## config.mk

```make
export PLATFORM = sky130hd
export DESIGN_NAME = casc_irq_ack
export DESIGN_NICKNAME = d
export VERILOG_FILES = /design/src/rtl/casc_irq_ack_pkg.sv /design/src/rtl/prio_resolver.sv /design/src/rtl/ack_sequencer.sv /design/src/rtl/casc_irq_ack.sv
export SDC_FILE = /design/constraint.sdc
export NUM_CORES = 1
export LEC_CHECK = 0
export ABC_AREA = 0
export BUFFER_PORTS_ARGS = -buffer_cell sky130_fd_sc_hd__buf_2
export CAP_MARGIN = 25
export CORE_MARGIN = 2
export CORE_UTILIZATION = 53
export CTS_BUF_LIST = sky130_fd_sc_hd__clkbuf_4 sky130_fd_sc_hd__clkbuf_8
export DETAILED_ROUTE_END_ITERATION = 10
export PLACE_DENSITY_LB_ADDON = 0.12
export RECOVER_POWER = 25
export SLEW_MARGIN = 20
export SYNTH_ARGS = -nofsm -noshare
export SYNTH_HDL_FRONTEND = slang
export SYNTH_SLANG_ARGS = --single-unit
```

## constraint.sdc

```tcl
create_clock -name clk -period 6.5 [get_ports clk]
set_clock_uncertainty 0.2 [all_clocks]
set_input_delay 1.3 -clock clk [delete_from_list [all_inputs] [get_ports clk]]
set_output_delay 1.3 -clock clk [all_outputs]
set_load 0.01 [all_outputs]
```

## src/rtl/casc_irq_ack_pkg.sv

```systemverilog
package casc_irq_ack_pkg;

  typedef enum logic [2:0] {
    KIND_IDLE      = 3'd0,
    KIND_UPPER     = 3'd1,
    KIND_CASCADE   = 3'd2,
    KIND_CASC_SPUR = 3'd3,
    KIND_UP_SPUR   = 3'd4
  } ack_kind_e;

  // index of the lowest set bit, 32 when none is set
  function automatic int first_set(input logic [31:0] v);
    int r;
    r = 32;
    for (int k = 31; k >= 0; k--) begin
      if (v[k]) r = k;
    end
    return r;
  endfunction

  // vector = base with its low bits replaced by the line number
  function automatic logic [7:0] fold_vector(input logic [7:0] base,
                                             input logic [7:0] line,
                                             input int lw);
    logic [7:0] keep;
    keep = 8'hFF << lw;
    return (base & keep) | (line & ~keep);
  endfunction

endpackage

```

## src/rtl/prio_resolver.sv

```systemverilog
module prio_resolver
  import casc_irq_ack_pkg::*;
#(
  parameter int LINES = 8
) (
  input  logic                      clk,
  input  logic                      rst_n,
  input  logic [LINES-1:0]          req,
  input  logic [LINES-1:0]          mask,
  input  logic                      ack_set,
  input  logic [$clog2(LINES)-1:0]  ack_line,
  input  logic                      eoi,
  output logic                      hit,
  output logic [$clog2(LINES)-1:0]  win_line,
  output logic [LINES-1:0]          isr
);
  localparam int LW = $clog2(LINES);

  logic [LINES-1:0] pend;
  logic [LINES-1:0] clr_bits;
  logic [LINES-1:0] set_bits;
  logic [LINES-1:0] isr_next;
  int               pend_idx;
  int               serv_idx;

  assign pend     = req & ~mask;
  assign pend_idx = first_set(32'(pend));
  assign serv_idx = first_set(32'(isr));
  assign hit      = (pend_idx < serv_idx);
  assign win_line = LW'(pend_idx);

  always_comb begin
    clr_bits = '0;
    set_bits = '0;
    for (int k = 0; k < LINES; k++) begin
      clr_bits[k] = eoi && (serv_idx == k);
      set_bits[k] = ack_set && (ack_line == LW'(k));
    end
    isr_next = (isr & ~clr_bits) | set_bits;
  end

  always_ff @(posedge clk or negedge rst_n) begin
    if (!rst_n) isr <= '0;
    else        isr <= isr_next;
  end
endmodule

```

## src/rtl/ack_sequencer.sv

```systemverilog
module ack_sequencer
  import casc_irq_ack_pkg::*;
#(
  parameter int LINES     = 8,
  parameter int VEC_W     = 8,
  parameter int CASC_LINE = 2
) (
  input  logic                      clk,
  input  logic                      rst_n,
  input  logic                      ack,
  input  logic                      up_hit,
  input  logic [$clog2(LINES)-1:0]  up_line,
  input  logic                      lo_hit,
  input  logic [$clog2(LINES)-1:0]  lo_line,
  input  logic [VEC_W-1:0]          up_base,
  input  logic [VEC_W-1:0]          lo_base,
  output logic                      up_ack,
  output logic                      lo_ack,
  output ack_kind_e                 kind,
  output logic                      vec_valid,
  output logic [VEC_W-1:0]          vector
);
  localparam int LW = $clog2(LINES);
  localparam logic [LW-1:0] SPUR = LW'(LINES - 1);

  logic [VEC_W-1:0] vec_d;

  always_comb begin
    if (!ack)                            kind = KIND_IDLE;
    else if (!up_hit)                    kind = KIND_UP_SPUR;
    else if (up_line != LW'(CASC_LINE))  kind = KIND_UPPER;
    else if (lo_hit)                     kind = KIND_CASCADE;
    else                                 kind = KIND_CASC_SPUR;
  end

  assign up_ack = (kind == KIND_UPPER) || (kind == KIND_CASCADE) ||
                  (kind == KIND_CASC_SPUR);
  assign lo_ack = (kind == KIND_CASCADE);

  always_comb begin
    case (kind)
      KIND_UPPER:     vec_d = VEC_W'(fold_vector(8'(up_base), 8'(up_line), LW));
      KIND_CASCADE:   vec_d = VEC_W'(fold_vector(8'(lo_base), 8'(lo_line), LW));
      KIND_CASC_SPUR: vec_d = VEC_W'(fold_vector(8'(lo_base), 8'(SPUR), LW));
      KIND_UP_SPUR:   vec_d = VEC_W'(fold_vector(8'(up_base), 8'(SPUR), LW));
      default:        vec_d = vector;
    endcase
  end

  always_ff @(posedge clk or negedge rst_n) begin
    if (!rst_n) begin
      vec_valid <= 1'b0;
      vector    <= '0;
    end else begin
      vec_valid <= ack;
      vector    <= vec_d;
    end
  end
endmodule

```

## src/rtl/casc_irq_ack.sv

```systemverilog
module casc_irq_ack
  import casc_irq_ack_pkg::*;
#(
  parameter int LINES     = 8,
  parameter int VEC_W     = 8,
  parameter int CASC_LINE = 2
) (
  input  logic             clk,
  input  logic             rst_n,
  input  logic [LINES-1:0] up_req,
  input  logic [LINES-1:0] lo_req,
  input  logic [LINES-1:0] up_mask,
  input  logic [LINES-1:0] lo_mask,
  input  logic [VEC_W-1:0] up_base,
  input  logic [VEC_W-1:0] lo_base,
  input  logic             ack,
  input  logic             up_eoi,
  input  logic             lo_eoi,
  output logic             sys_irq,
  output logic             vec_valid,
  output logic [VEC_W-1:0] vector,
  output logic [LINES-1:0] up_isr,
  output logic [LINES-1:0] lo_isr
);
  localparam int LW = $clog2(LINES);

  logic             casc_q;
  logic [LINES-1:0] up_req_eff;
  logic             up_hit;
  logic             lo_hit;
  logic [LW-1:0]    up_line;
  logic [LW-1:0]    lo_line;
  logic             up_ack;
  logic             lo_ack;
  ack_kind_e        kind;

  // upper line CASC_LINE is owned by the registered lower request
  always_comb begin
    for (int k = 0; k < LINES; k++) begin
      up_req_eff[k] = (k == CASC_LINE) ? casc_q : up_req[k];
    end
  end

  always_ff @(posedge clk or negedge rst_n) begin
    if (!rst_n) casc_q <= 1'b0;
    else        casc_q <= lo_hit;
  end

  prio_resolver #(.LINES(LINES)) u_upper (
    .clk      (clk),
    .rst_n    (rst_n),
    .req      (up_req_eff),
    .mask     (up_mask),
    .ack_set  (up_ack),
    .ack_line (up_line),
    .eoi      (up_eoi),
    .hit      (up_hit),
    .win_line (up_line),
    .isr      (up_isr)
  );

  prio_resolver #(.LINES(LINES)) u_lower (
    .clk      (clk),
    .rst_n    (rst_n),
    .req      (lo_req),
    .mask     (lo_mask),
    .ack_set  (lo_ack),
    .ack_line (lo_line),
    .eoi      (lo_eoi),
    .hit      (lo_hit),
    .win_line (lo_line),
    .isr      (lo_isr)
  );

  ack_sequencer #(
    .LINES     (LINES),
    .VEC_W     (VEC_W),
    .CASC_LINE (CASC_LINE)
  ) u_seq (
    .clk       (clk),
    .rst_n     (rst_n),
    .ack       (ack),
    .up_hit    (up_hit),
    .up_line   (up_line),
    .lo_hit    (lo_hit),
    .lo_line   (lo_line),
    .up_base   (up_base),
    .lo_base   (lo_base),
    .up_ack    (up_ack),
    .lo_ack    (lo_ack),
    .kind      (kind),
    .vec_valid (vec_valid),
    .vector    (vector)
  );

  assign sys_irq = up_hit;
endmodule

```

==> impl_results.md <==
* Post-CTS setup repair buffer count at 0
* Die Ht at 62.57 um
* Worst-path clk slew at between 0.1 and 0.15 ns
* Crit end category: output port
* Pleak at approximately 0.0011 uW
* CTS tree: built
* Clock latency on the worst-skew pair at 0.33 ns
* Seq. cell area at 650.6 sq um
* Gp weighted congestion at 0.8269
* Slew HR at roughly 13%
* Drt wl/cell at 12.32 um
* R2R depth at 11
* # IOs at 79
* CP arrival at 3.30 ns
* Final worst path period need at 4.802 ns
* Reg-to-Reg Start: u_upper.isr[4]
* Multiplexer area fraction after synthesis at 0%
* Yosys reg bits at 26
* Synth Area in Simple Gates at 28.36%
* Syn Inst Count at 208
* Post-CTS Resized at 0
* Multi-input gate area at around 1100 sq um
* First-pass GRT wire length at about 7100 um
* Cell Area, Synth at 1818 sq um
* Antenna cells at 0
* Initial antenna violation count at 0
* Synth Area in Compound Gates at 28.63%
* DR iter-0 viols at 84
* Mean post-synth cell area at between 8 and 9 sq um
* Status: complete, no violations
* Max Cap Viol at 0
* FMAX at between 200 and 250 MHz
* Async SR Flop Fraction at 100.0%
* Post-route ant nets at 0
* Worst IR drop on VDD at 0.2136 mV
* Crit share post-route at about three quarters
* Place WS at 1.701 ns
* Share of layout cells above drive strength 1 at 31.32%
* Sum Neg Setup Slack at 0 ns
* Num CTS Buffers at 3
* Worst hold stages at 1
* Core Region at around 3300 sq um
* R2R Setup Slk at 2.90 ns
* Slew @ Worst Pin at around 1.3 ns
* Met3 usage at 2.703%
* R2r endpoint: u_seq.vector[6]
* Post-synth net total at 267
* HP Class: reg -> reg
* Number of global-route vias before repair at between 1,500 and 2,000
* CP startpoint kind: input port
* CTS Buffer Depth at 2
* Clk root buf: clkbuf_4
* HP Start: u_seq.vector[1]
* Gr ovfl total at 0
* H-tree levels at 1
* Largest family of logic cells by synthesized area: compound AO/OA/AOI/OAI gates
* CP required at 5.00 ns
* Placed Area at 2216 sq um
* EDFF count, synth at 0
* # setup viols final at 0
* Hold EP: u_seq.vector[1]
* Post-Route WL at 4028 um
* Fin area at 2250 sq um
* Worst-path fanout max at 4
* Avg Vias per Cell at 5.462
* Synth Warn # at 0
* Area delta synth->final at 23.74%
* Power per Cell Area at 385.0 nW/um^2
* Final hold viol count at 0
* DRC Markers at 0
* Port bufs at 71
* # fillers at around 290
* Seq/Total Area, Yosys at between 30% and 40%
* M2 GR Usage at between 30% and 40%
* Pre-antenna DRT Iters at 4
* Xor/xnor cell area share of the yosys netlist at 0%
* Die Span X at 62.57 um
* Die Area at between 3000 and 4000 sq um
* Final Max Tran Viols at 0
* Vias post-DR at 1,786
* Final worst slack at 1.699 ns
* Largest net degree at the start of global routing at 27
* Met1 usage at 33.53%
* # nets final at ~340
* Ys flop type: dfrtp_1
* Netlist cell types at between 40 and 50
* All-layer global routing usage at 21.93%
* CP Class: in -> out
* Synth Area in Adders at under 10%
* Detailed placer's ending HPWL at 3225 um
* RSZ-0062 raised after global routing: false
* Standard-cell rows at 21
* # clock sinks at 26
* Post-cts hold buffer count at 0
* Starting Density at 54.91%
* Top Usage Layer GRT: met1
## worst max-delay path by stage
stage | from | to | slack (ns) | cells past startpoint
detailed placement | up_mask[3] | sys_irq | 1.70 | 11
global route | up_req[3] | sys_irq | 1.50 | 11
CTS | up_mask[3] | sys_irq | 1.69 | 11
finish | up_mask[3] | sys_irq | 1.70 | 11
floorplan | up_mask[3] | sys_irq | 2.26 | 9
global placement | up_mask[3] | sys_irq | 1.77 | 11
## cell type report
cell class,instances,area share [%]
multi-input cells,169,49.39
repair buffers,71,15.68
inverters,11,1.835
well taps,46,2.558
clock buffers,4,1.613
flip-flops and latches,26,28.92
## cells by family (layout without fill, tap and decap cells)
| kind of cell | count (synthesis) | in the layout |
|---|---|---|
| buffers and inverters | 13 | 86 |
| AO/OA/AOI/OAI | 69 | 69 |
| AND/OR/NAND/NOR | 94 | 94 |
| adder cells (fa/ha/maj) | 6 | 6 |
| flip-flops | 26 | 26 |
## metrics by stage
stage / hold WS [ns] / instances / total power [uW] / utilization (%)
after floorplan: 0.3372 / 208 / 636.6 / -
after global placement: 0.3041 / 323 / 775.4 / 66.93
after detailed placement: 0.3014 / 323 / 784.2 / 66.93
after CTS: 0.3345 / 327 / 868.5 / 68.03
after global routing: 0.3631 / 327 / 947.5 / 67.95
final: 0.3293 / 327 / 866.1 / 67.95
## power breakdown
part / total (uW) / leakage (uW) / switching, uW / internal [uW]
combinational: 507 / 0.000722 / 291 / 217
sequential: 279 / 0.000329 / 65.9 / 213
clock: 79.9 / 0.0000210 / 45.6 / 34.3
## registers in the layout, summed over array words and instances, names as in the netlist
name / count
u_lower.isr: 8
u_seq.vector: 8
u_upper.isr: 8
casc_q: 1
u_seq.vec_valid: 1
## cells in the mapped netlist, types with 2 or more instances
cell	n	area, sq um
nor2_1	17	63.81
nor3b_1	2	15.01
nand3_1	7	35.03
ha_1	6	75.07
nor3_1	5	25.02
or2_2	2	12.51
inv_1	11	41.29
nand2_1	17	63.81
and2_1	2	12.51
a21oi_1	6	30.03
o31ai_1	5	37.54
o41ai_1	2	17.52
o31ai_2	2	25.02
a221o_1	5	50.05
o21ai_0	19	95.09
or3_1	3	18.77
o21ai_1	9	45.04
nor2b_1	18	112.6
a211oi_1	2	15.01
dfrtp_1	26	650.6
nor4_1	2	12.51
nand2b_1	13	81.33
## per-layer routing
metal | up-vias | routed length, um
met4 | 0 | 58
met3 | 5 | 230
met2 | 71 | 1682
li1 | 916 | -
met1 | 794 | 2057
met5 | - | 0
## worst max-delay path: stages
cell	delay, ns
buf_2	0.07
nand2b_1	0.10
o21ai_0	0.16
o21ai_0	0.41
inv_1	0.15
ha_1	0.30
o21a_1	0.18
o21ai_0	0.16
nand2b_1	0.17
o31ai_4	0.11
buf_2	0.18
## layout by cell type (no fill, tap or decap), types with 2 or more instances in the layout
cell	n
buf_2	69
dfrtp_1	26
o21ai_0	19
nor2b_1	18
nor2_1	17
nand2_1	17
nand2b_1	13
inv_1	11
o21ai_1	9
nand3_1	7
a21oi_1	6
ha_1	6
nor3_1	5
o31ai_1	5
a221o_1	5
or3_1	3
clkbuf_4	3
nor4_1	2
o41ai_1	2
and2_1	2
nor3b_1	2
a211oi_1	2
or2_2	2
o31ai_2	2
clkbuf_1	2
No activity file was read; power rests on OpenSTA's default activity.
